===== src/rtl/vtag_pkg.sv =====
package vtag_pkg;
  localparam int TAG_BYTES = 4;
  localparam int VID_W     = 12;
  localparam int PCP_W     = 3;

  typedef enum logic [1:0] {RX_NONE = 2'd0, RX_DOT1Q = 2'd1, RX_HOST = 2'd2, RX_ALT = 2'd3} rx_class_e;
  typedef enum logic [1:0] {PK_PLAIN = 2'd0, PK_ACCESS = 2'd1, PK_HYBRID = 2'd2, PK_HOST = 2'd3} port_kind_e;
  typedef enum logic [1:0] {ACT_PASS = 2'd0, ACT_STRIP = 2'd1, ACT_INSERT = 2'd2, ACT_REWRITE = 2'd3} edit_act_e;

  typedef struct packed {
    logic ins;
    logic chg_tag;
    logic chg_vid;
    logic chg_pri;
  } egr_ctl_t;

  typedef struct packed {
    edit_act_e        act;
    logic [PCP_W-1:0] pcp;
    logic [VID_W-1:0] vid;
  } edit_plan_t;

  // Hybrid-port matrix: chooses the action and the tag fields it writes.
  function automatic edit_plan_t hybrid_plan(
    input rx_class_e cls, input logic [VID_W-1:0] rx_vid, input logic [PCP_W-1:0] rx_pcp,
    input egr_ctl_t ctl, input logic [VID_W-1:0] ivid, input logic [PCP_W-1:0] ipcp,
    input logic [VID_W-1:0] evid, input logic [PCP_W-1:0] epcp, input logic untag);
    edit_plan_t p;
    p.act = ACT_PASS;
    p.pcp = rx_pcp;
    p.vid = rx_vid;
    if (cls == RX_HOST) begin
      p.act = ACT_STRIP;
    end else if (cls == RX_DOT1Q) begin
      if (untag) p.act = ACT_STRIP;
      else if (rx_vid == '0) begin
        p.act = ACT_REWRITE;
        p.vid = ivid;
        if (ctl.chg_pri) p.pcp = ipcp;
      end else if (ctl.chg_tag && (ctl.chg_vid || ctl.chg_pri)) begin
        p.act = ACT_REWRITE;
        if (ctl.chg_vid) p.vid = evid;
        if (ctl.chg_pri) p.pcp = epcp;
      end
    end else begin
      if (ctl.ins && !untag) begin
        p.act = ACT_INSERT;
        p.vid = ivid;
        p.pcp = ipcp;
      end
    end
    return p;
  endfunction

  // Full class-by-port decision.
  function automatic edit_plan_t plan_edit(
    input rx_class_e cls, input logic [VID_W-1:0] rx_vid, input logic [PCP_W-1:0] rx_pcp,
    input port_kind_e kind, input egr_ctl_t ctl,
    input logic [VID_W-1:0] ivid, input logic [PCP_W-1:0] ipcp,
    input logic [VID_W-1:0] evid, input logic [PCP_W-1:0] epcp, input logic untag);
    edit_plan_t p;
    p.act = ACT_PASS;
    p.pcp = rx_pcp;
    p.vid = rx_vid;
    case (kind)
      PK_PLAIN:  if (cls == RX_HOST) p.act = ACT_STRIP;
      PK_ACCESS: if (cls == RX_HOST || cls == RX_DOT1Q) p.act = ACT_STRIP;
      PK_HYBRID: p = hybrid_plan(cls, rx_vid, rx_pcp, ctl, ivid, ipcp, evid, epcp, untag);
      default:   p.act = ACT_PASS;
    endcase
    return p;
  endfunction

  // Byte idx of a freshly built tag.
  function automatic logic [7:0] tag_byte(input logic [1:0] idx, input logic [15:0] tpid,
                                          input logic [PCP_W-1:0] pcp, input logic [VID_W-1:0] vid);
    logic [7:0] b;
    case (idx)
      2'd0:    b = tpid[15:8];
      2'd1:    b = tpid[7:0];
      2'd2:    b = {pcp, 1'b0, vid[11:8]};
      default: b = vid[7:0];
    endcase
    return b;
  endfunction
endpackage


===== src/rtl/vtag_policy.sv =====
module vtag_policy
  import vtag_pkg::*;
(
  input  logic             clk,
  input  logic             rst_n,
  input  rx_class_e        cls,
  input  logic [VID_W-1:0] rx_vid,
  input  logic [PCP_W-1:0] rx_pcp,
  input  port_kind_e       kind,
  input  egr_ctl_t         ctl,
  input  logic [VID_W-1:0] ivid,
  input  logic [PCP_W-1:0] ipcp,
  input  logic [VID_W-1:0] evid,
  input  logic [PCP_W-1:0] epcp,
  input  logic             untag,
  output edit_plan_t       plan
);
  always_comb plan = plan_edit(cls, rx_vid, rx_pcp, kind, ctl, ivid, ipcp, evid, epcp, untag);

  p_host_pass_r3: assert property (@(posedge clk) disable iff (!rst_n)
    (kind == PK_HOST) |-> (plan.act == ACT_PASS));
  p_special_strip_r4: assert property (@(posedge clk) disable iff (!rst_n)
    (cls == RX_HOST && kind != PK_HOST) |-> (plan.act == ACT_STRIP));
  p_access_strip_r2: assert property (@(posedge clk) disable iff (!rst_n)
    (kind == PK_ACCESS && cls == RX_DOT1Q) |-> (plan.act == ACT_STRIP));
  p_plain_keep_r1: assert property (@(posedge clk) disable iff (!rst_n)
    (kind == PK_PLAIN && cls != RX_HOST) |-> (plan.act == ACT_PASS));
endmodule


===== src/rtl/vtag_position.sv =====
module vtag_position #(
  parameter int LIMIT = 16,
  parameter int POS_W = $clog2(LIMIT + 1)
) (
  input  logic             clk,
  input  logic             rst_n,
  input  logic             fire,
  input  logic             last,
  output logic [POS_W-1:0] pos,
  output logic             sop
);
  localparam logic [POS_W-1:0] POS_MAX = POS_W'(LIMIT);

  always_ff @(posedge clk or negedge rst_n) begin
    if (!rst_n) pos <= '0;
    else if (fire) begin
      if (last) pos <= '0;
      else if (pos != POS_MAX) pos <= pos + 1'b1;
    end
  end

  assign sop = (pos == '0);

  p_pos_step_r9: assert property (@(posedge clk) disable iff (!rst_n)
    (fire && !last && pos != POS_MAX) |=> (pos == $past(pos) + 1'b1));
  p_pos_wrap_r11: assert property (@(posedge clk) disable iff (!rst_n)
    (fire && last) |=> sop);
  p_pos_hold_r9: assert property (@(posedge clk) disable iff (!rst_n)
    (!fire) |=> $stable(pos));
endmodule


===== src/rtl/vtag_edit_path.sv =====
module vtag_edit_path
  import vtag_pkg::*;
#(
  parameter int          ADDR_BYTES = 12,
  parameter logic [15:0] TPID       = 16'h8100,
  parameter int          POS_W      = 5
) (
  input  logic             clk,
  input  logic             rst_n,
  input  edit_plan_t       plan_now,
  input  logic [POS_W-1:0] pos,
  input  logic             sop,
  input  logic             in_valid,
  output logic             in_ready,
  input  logic [7:0]       in_data,
  input  logic             in_last,
  output logic             out_valid,
  input  logic             out_ready,
  output logic [7:0]       out_data,
  output logic             out_last
);
  localparam int CNT_W = $clog2(TAG_BYTES + 1);
  localparam logic [POS_W-1:0] P_TAG0 = POS_W'(ADDR_BYTES);
  localparam logic [POS_W-1:0] P_TCIH = POS_W'(ADDR_BYTES + 2);
  localparam logic [POS_W-1:0] P_TCIL = POS_W'(ADDR_BYTES + 3);
  localparam logic [POS_W-1:0] P_END  = POS_W'(ADDR_BYTES + TAG_BYTES);
  localparam logic [CNT_W-1:0] CNT_FULL = CNT_W'(TAG_BYTES);

  edit_plan_t       plan_q;
  edit_plan_t       plan_use;
  logic [CNT_W-1:0] ins_cnt;
  logic             in_fire;
  logic             in_tag_win;
  logic             ins_active;
  logic             drop_beat;
  logic             rw_hi;
  logic             rw_lo;

  assign plan_use   = sop ? plan_now : plan_q;
  assign in_tag_win = (pos >= P_TAG0) && (pos < P_END);
  assign ins_active = (plan_use.act == ACT_INSERT) && (pos == P_TAG0) && (ins_cnt != CNT_FULL);
  assign drop_beat  = (plan_use.act == ACT_STRIP) && in_tag_win;
  assign rw_hi      = (plan_use.act == ACT_REWRITE) && (pos == P_TCIH);
  assign rw_lo      = (plan_use.act == ACT_REWRITE) && (pos == P_TCIL);
  assign in_fire    = in_valid && in_ready;

  always_comb begin
    out_valid = in_valid;
    in_ready  = out_ready;
    out_data  = in_data;
    out_last  = in_last;
    if (ins_active) begin
      out_valid = 1'b1;
      in_ready  = 1'b0;
      out_data  = tag_byte(ins_cnt[1:0], TPID, plan_use.pcp, plan_use.vid);
      out_last  = 1'b0;
    end else if (drop_beat) begin
      out_valid = 1'b0;
      in_ready  = 1'b1;
      out_last  = 1'b0;
    end else if (rw_hi) begin
      out_data = {plan_use.pcp, in_data[4], plan_use.vid[11:8]};
    end else if (rw_lo) begin
      out_data = plan_use.vid[7:0];
    end
  end

  always_ff @(posedge clk or negedge rst_n) begin
    if (!rst_n) plan_q <= '0;
    else if (in_fire && sop) plan_q <= plan_now;
  end

  always_ff @(posedge clk or negedge rst_n) begin
    if (!rst_n) ins_cnt <= '0;
    else if (in_fire && in_last) ins_cnt <= '0;
    else if (ins_active && out_ready) ins_cnt <= ins_cnt + 1'b1;
  end

  p_ins_bound_r10: assert property (@(posedge clk) disable iff (!rst_n)
    ins_cnt <= CNT_FULL);
  p_ins_hold_r10: assert property (@(posedge clk) disable iff (!rst_n)
    (ins_active && !out_ready) |=> (out_valid && $stable(out_data)));
  p_plan_kept_r11: assert property (@(posedge clk) disable iff (!rst_n)
    !(in_fire && sop) |=> $stable(plan_q));
  p_ins_no_accept_r10: assert property (@(posedge clk) disable iff (!rst_n)
    (ins_active && out_ready) |=> (pos == $past(pos)));
endmodule


===== src/rtl/vtag_egress_editor.sv =====
module vtag_egress_editor
  import vtag_pkg::*;
#(
  parameter int          ADDR_BYTES = 12,
  parameter logic [15:0] TPID       = 16'h8100
) (
  input  logic        clk,
  input  logic        rst_n,
  input  logic        in_valid,
  output logic        in_ready,
  input  logic [7:0]  in_data,
  input  logic        in_last,
  output logic        out_valid,
  input  logic        out_ready,
  output logic [7:0]  out_data,
  output logic        out_last,
  input  logic [1:0]  rx_class,
  input  logic [11:0] rx_vid,
  input  logic [2:0]  rx_pcp,
  input  logic [1:0]  port_kind,
  input  logic        ctl_insert,
  input  logic        ctl_chg_tag,
  input  logic        ctl_chg_vid,
  input  logic        ctl_chg_pri,
  input  logic [11:0] ing_def_vid,
  input  logic [2:0]  ing_def_pcp,
  input  logic [11:0] egr_def_vid,
  input  logic [2:0]  egr_def_pcp,
  input  logic        untag_hit
);
  localparam int POS_LIMIT = ADDR_BYTES + TAG_BYTES;
  localparam int POS_W     = $clog2(POS_LIMIT + 1);

  edit_plan_t       plan_now;
  egr_ctl_t         ctl;
  logic [POS_W-1:0] pos;
  logic             sop;
  logic             in_fire;

  assign ctl     = '{ins: ctl_insert, chg_tag: ctl_chg_tag, chg_vid: ctl_chg_vid, chg_pri: ctl_chg_pri};
  assign in_fire = in_valid && in_ready;

  vtag_policy u_policy (
    .clk   (clk),
    .rst_n (rst_n),
    .cls   (rx_class_e'(rx_class)),
    .rx_vid(rx_vid),
    .rx_pcp(rx_pcp),
    .kind  (port_kind_e'(port_kind)),
    .ctl   (ctl),
    .ivid  (ing_def_vid),
    .ipcp  (ing_def_pcp),
    .evid  (egr_def_vid),
    .epcp  (egr_def_pcp),
    .untag (untag_hit),
    .plan  (plan_now)
  );

  vtag_position #(.LIMIT(POS_LIMIT), .POS_W(POS_W)) u_pos (
    .clk  (clk),
    .rst_n(rst_n),
    .fire (in_fire),
    .last (in_last),
    .pos  (pos),
    .sop  (sop)
  );

  vtag_edit_path #(.ADDR_BYTES(ADDR_BYTES), .TPID(TPID), .POS_W(POS_W)) u_edit (
    .clk      (clk),
    .rst_n    (rst_n),
    .plan_now (plan_now),
    .pos      (pos),
    .sop      (sop),
    .in_valid (in_valid),
    .in_ready (in_ready),
    .in_data  (in_data),
    .in_last  (in_last),
    .out_valid(out_valid),
    .out_ready(out_ready),
    .out_data (out_data),
    .out_last (out_last)
  );

  p_idle_quiet_r12: assert property (@(posedge clk) disable iff (!rst_n)
    (!in_valid && pos != POS_W'(ADDR_BYTES)) |-> !out_valid);
endmodule


===== config.mk =====
export PLATFORM = sky130hd
export DESIGN_NAME = vtag_egress_editor
export DESIGN_NICKNAME = d
export VERILOG_FILES = /design/src/rtl/vtag_pkg.sv /design/src/rtl/vtag_policy.sv /design/src/rtl/vtag_position.sv /design/src/rtl/vtag_edit_path.sv /design/src/rtl/vtag_egress_editor.sv
export SDC_FILE = /design/constraint.sdc
export NUM_CORES = 1
export LEC_CHECK = 0
export BUFFER_PORTS_ARGS = -buffer_cell sky130_fd_sc_hd__buf_4
export CORE_MARGIN = 4
export CORE_UTILIZATION = 30
export DETAILED_ROUTE_END_ITERATION = 10
export PLACE_DENSITY_LB_ADDON = 0.1
export SLEW_MARGIN = 15
export SYNTH_ARGS = -nofsm -noshare
export SYNTH_HDL_FRONTEND = slang
export SYNTH_SLANG_ARGS = --single-unit

===== constraint.sdc =====
create_clock -name clk -period 2.55 [get_ports clk]
set_input_delay 0.1275 -clock clk [delete_from_list [all_inputs] [get_ports clk]]
set_output_delay 0.1275 -clock clk [all_outputs]
set_load 0.02 [all_outputs]

=== After elaboration in Yosys (flattened, before gate mapping) ===
Cells that the tools add are included.

* Register bits after elaboration: 25
* Output and inout port bits: 11

* $add $sub $neg: 2
* Magnitude comparators: 2
* Equality and inequality tests: 14
* Mux-type cells: 31
* Reductions and logical operators: 22

{| class="wikitable"
|+ Operator list
! kind !! count
|-
| $mux W17 || 5
|-
| $mux W15 || 3
|-
| $mux W8 || 4
|-
| $pmux W8 S3 || 1
|-
| $eq A5 B4 Y1 const B || 3
|-
| $logic_and A1 B1 Y1 || 12
|-
| $logic_not A12 Y1 || 1
|-
| $mux W12 || 1
|-
| $mux W3 || 4
|-
| $eq A2 B2 Y1 const B || 5
|-
| $mux W5 || 2
|-
| $eq A2 B1 Y1 const B || 4
|-
| $mux W1 || 8
|-
| $pmux W2 S3 || 1
|-
| $add A5 B1 Y5 const B || 1
|-
| $ge A5 B4 Y1 const B || 1
|-
| $logic_not A5 Y1 || 1
|-
| $lt A5 B5 Y1 const B || 1
|-
| $ne A5 B5 Y1 const B || 1
|-
| $logic_not A2 Y1 || 2
|-
| $mux W2 || 2
|-
| $reduce_bool A2 Y1 || 2
|-
| $add A3 B1 Y3 const B || 1
|-
| $ne A3 B3 Y1 const B || 1
|-
| other kinds (3) || 4
|}

=== Logic depth before layout (Yosys ltp) ===
* Depth in word-level cells: 16
* Mapped depth: 10
* Mapped depth without buffers: 8

=== By module ===
From an unflattened synthesis, not the netlist that was laid out.

* Cell total of the unflattened synthesis: 321
* Area total of the unflattened synthesis: 2866.5 sq um

{| class="wikitable"
|+ Modules (own cells, without submodules)
! module !! instances !! cells an instance !! area an instance (sq um) !! sequential area each (sq um)
|-
| vtag_edit_path || 1 || 151 || 1586.5 || 500.5
|-
| vtag_policy || 1 || 138 || 953.4 || 0.0
|-
| vtag_position || 1 || 31 || 320.3 || 125.1
|-
| vtag_egress_editor || 1 || 1 || 6.3 || 0.0
|}

=== Worst setup path after synthesis ===
OpenSTA, ideal clock, no wires.

* Kind: register to output
* From: register u_pos.pos[0]
* To: output port out_data[1]
* Arrival time: 2.267 ns
* Required time: 2.423 ns
* Setup slack: 0.155 ns
* Cell stages (with the launch flop): 10
* Path through: dfrtp_1 inv_1 ha_1 or4b_1 buf_2 nor3_2 o2111a_2 o21ai_2 and2_4 a221o_1

* Cells in the longest elaborated chain, start to end: 8
* Elaborated cells between the ends (all ways): 21
* Those cells by class: order compare (2); eq/ne (6); mux (6); reduce/logical (7)

{| class="wikitable"
|+ RTL lines
! what !! RTL line !! source
|-
| start, declared || vtag_position.sv:9 || <nowiki>output logic [POS_W-1:0] pos,</nowiki>
|-
| start signal, assigned || vtag_position.sv:18 || <nowiki>else if (pos != POS_MAX) pos <= pos + 1'b1;</nowiki>
|-
| $logic_not A5 Y1 || vtag_position.sv:22 || <nowiki>assign sop = (pos == '0);</nowiki>
|-
| $mux W17 || vtag_edit_path.sv:39 || <nowiki>assign plan_use = sop ? plan_now : plan_q;</nowiki>
|-
| $eq A2 B2 Y1 || vtag_edit_path.sv:43, vtag_edit_path.sv:44 ||
|-
| $logic_and A1 B1 Y1 || vtag_edit_path.sv:44 || <nowiki>assign rw_lo = (plan_use.act == ACT_REWRITE) && (pos == P_TCIL);</nowiki>
|-
| $mux W8 || vtag_edit_path.sv:63 || <nowiki>end else if (rw_lo) begin</nowiki>
|-
| $mux W8 || vtag_edit_path.sv:61 || <nowiki>end else if (rw_hi) begin</nowiki>
|-
| $mux W8 || vtag_edit_path.sv:57 || <nowiki>end else if (drop_beat) begin</nowiki>
|-
| $mux W8 * || vtag_edit_path.sv:52 || <nowiki>if (ins_active) begin</nowiki>
|-
| end, declared || vtag_egress_editor.sv:15 || <nowiki>output logic [7:0] out_data,</nowiki>
|}

Every way passes the cells marked *; elsewhere a longest branch is shown, timed or not.

=== Final worst setup path ===
* From: register u_pos.pos[1]
* To: output port out_data[1]

The elaborated chain is that of the path after synthesis.

==> summary.md <==
| Metric | Value |
|---|---|
| Largest net degree at the start of global routing | 33 |
| Hold Fails Final Rpt | 0 |
| Max Used Layer | met4 |
| Metal2 WL | 3.322 mm |
| Met3 WL | 385 um |
| Slew Limit Fails | 0 |
| Starting Density | 31.54% |
| Root Buffer | clkbuf_8 |
| Pwr/cell area | 452.9 nW/um^2 |
| Hold Slack | 75.75 ps |
| Area growth, synth to finish | 46.41% |
| Initial DRC Count | 123 |
| Status | complete, but fails checks |
| Critical path peak fanout | 5 |
| Syn_nets | 347 |
| Dpl ws | -28.75 ps |
| First-pass GRT wire length | 11.57 mm |
| Unrepaired setup endpoints after global routing | true |
| Mapped Area | 2178 um^2 |
| Die outline width | 93.21 um |
| Hold Path Class | in -> reg |
| Maximum vdd drop | 0.1423 mV |
| Total grt overflow | 0 |
| Number of core rows | 30 |
| Final setup margin | -228.7 ps |
| Setup Viol. Count Final | 7 |
| WL final | 7.148 mm |
| Max_slew headroom | 62.41% |
| CP Capture Type | output pin |
| Num ports | 78 |
| TritonCTS Buffers | 3 |
| Crit start category | flip-flop |
| Routed len/inst | 15.24 um |
| Via count | 2,452 |
| Met1 wire length | 3.398 mm |
| WP data arrival | 2650 ps |
| Avg Synthesized Cell Area | 8.038 um^2 |
| Worst-Margin Slew | 563.9 ps |
| Setup slack, reg-to-reg | 300 ps |
| Post-synth top area share | 28.72% |
| CTS Sinks | 25 |
| Top post-synthesis cells by area | dfrtp_1 (29%), nand2_1 (6.2%), o21ai_0 (6.0%) |
| Area leader, netlist | dfrtp_1 |
| Most frequent cells in the layout | buf_4 (101), nand2_1 (36), o21ai_0 (26) |
| Vias/cell | 5.228 |
| Port Buffer Count | 77 |
| Die area | 8688 um^2 |
| Main synth FF type | dfrtp_1 |
| Number of distinct library cells after synthesis | 58 |
| Fmax | 0.3599 GHz |
| Post-synth EDFFs | 0 |
| Worst EP required | 2420 ps |
| Ant diodes | 0 |
| Layout cells sized above 1 | 35.66% |
| CTS tree | yes |
| Worst-case clock buffer depth | 2 |
| CTS HTree Levels | 1 |
| Leak | 1.489 nW |
| RD Place Congestion | 0.8880 |
| Worst Skew | 3.977 ps |
| Post-synthesis cell count | 271 |
| Yosys warnings | 0 |
| Pre-antenna DRT Iters | 4 |
| Tot GR Track Use | 16.34% |
| Most common cell after layout, fill and taps aside | buf_4 |
| Ys async rst share | 100.0% |
| DPL Wire Length | 5.890 mm |
| Initial antenna violation count | 0 |
| Final worst-path cycle share | 109.0% |
| DRC | 0 |
| ANT nets after route | 0 |
| Vias in the first global route | 2,351 |
| Die Y | 93.21 um |
| CTS clk-pin slew, worst paths | 90 ps |
| Clk_lat worst skew | 270 ps |
| Register bit total from synthesis | 25 |
| CORE AREA | 6907 um^2 |
| Failing checks | setup timing |
| Max cap viols | 0 |
| # nets final | 450 |
| Seq/Total Area, Yosys | 28.72% |
| Worst Setup Path Type | reg -> out |
| Final min period | 2779 ps |
-- power by group --
| part | switching, mW | internal [mW] |
|---|---|---|
| Sequential | 0.0949 | 0.523 |
| Clock | 0.132 | 0.109 |
| Combinational | 0.300 | 0.286 |
-- worst max-delay path, stage by stage, from the launching register on --
cell and delay (ps):
dfrtp_1 400, inv_2 70, ha_4 130, or4b_4 490
and3_4 200, o211ai_1 430, nand2_1 180, a221o_1 340
buf_6 140
-- area by class of cell --
class / count / area (um^2)
repair buffers: 109 / 855.8
flip-flops and latches: 25 / 625.6
well taps: 96 / 120.1
clock inverters: 1 / 5.005
fillers: 737 / 3717
multi-input cells: 220 / 1485
inverters: 15 / 56.30
clock buffers: 3 / 41.29
-- kinds of logic (layout without fill, tap and decap cells) --
family | count (synthesis) | in the layout | share of synthesized area [%]
multiplexers | 2 | 2 | 0.9764
XOR/XNOR | 2 | 2 | 0.8043
buffers and inverters | 26 | 128 | 4.652
flip-flops | 25 | 25 | 28.72
AO/OA/AOI/OAI | 92 | 92 | 31.02
AND/OR/NAND/NOR | 115 | 115 | 28.66
adder cells (fa/ha/maj) | 9 | 9 | 5.170
-- state kept, by name, indices dropped and copies added, names as in the netlist --
name,count
u_pos.pos,5
u_edit.plan_q,17
u_edit.ins_cnt,3
-- timing repair --
item                                    CTS  global route
pin swaps                                10             8
gates resized for setup                  11             2
buffers inserted                          1             2
endpoints found under the setup margin    8             8
hold buffers                              1             0
endpoints found under the hold margin    25             0
-- routing by layer --
metal | vias to the layer above | GRT usage [%]
met2 | 72 | 25.97
met1 | 1147 | 24.06
met4 | 0 | 2.930
met5 | - | 0
li1 | 1231 | -
met3 | 2 | 1.770
-- through the flow --
stage / instance area [um^2] / power (mW) / util, % / cells / TNS (ps)
after floorplan: 2178 / 0.9076 / - / 271 / 0
after global placement: 3075 / 1.172 / 44.53 / 463 / -70.64
after detailed placement: 3075 / 1.184 / 44.53 / 463 / -61.03
after CTS: 3181 / 1.447 / 46.05 / 469 / -1229
after global routing: 3189 / 1.560 / 46.18 / 469 / -2109
final: 3189 / 1.445 / 46.18 / 469 / -1225
-- synthesized netlist by cell type, types with 3 or more instances --
master and instances:
nor3_1 3, a222oi_1 9, inv_1 15, and2_1 4
o21ai_1 4, nand2_1 36, nand3_1 11, buf_2 3
dfrtp_1 25, a221o_1 6, o21a_1 4, a211oi_1 4
and3_1 6, o21ai_2 3, or3_1 3, nand2b_1 4
o211ai_1 6, a21oi_1 10, o21ai_0 26, clkbuf_1 8
nor2_1 23, ha_1 9, nor4_1 3
-- path summary, 6_finish.rpt --
| path | end | start | cells after the start |
|---|---|---|---|
| max in group asynchronous | u_edit.plan_q[15] | rst_n | 2 |
| min | u_pos.pos[4] | in_last | 2 |
| max reg2reg | u_pos.pos[3] | u_edit.ins_cnt[0] | 8 |
| max | out_data[1] | u_pos.pos[1] | 8 |
| min reg2reg | u_edit.plan_q[2] | u_edit.plan_q[2] | 2 |
| min in group asynchronous | u_edit.ins_cnt[2] | rst_n | 2 |
Power figures use the tool's default switching activity.
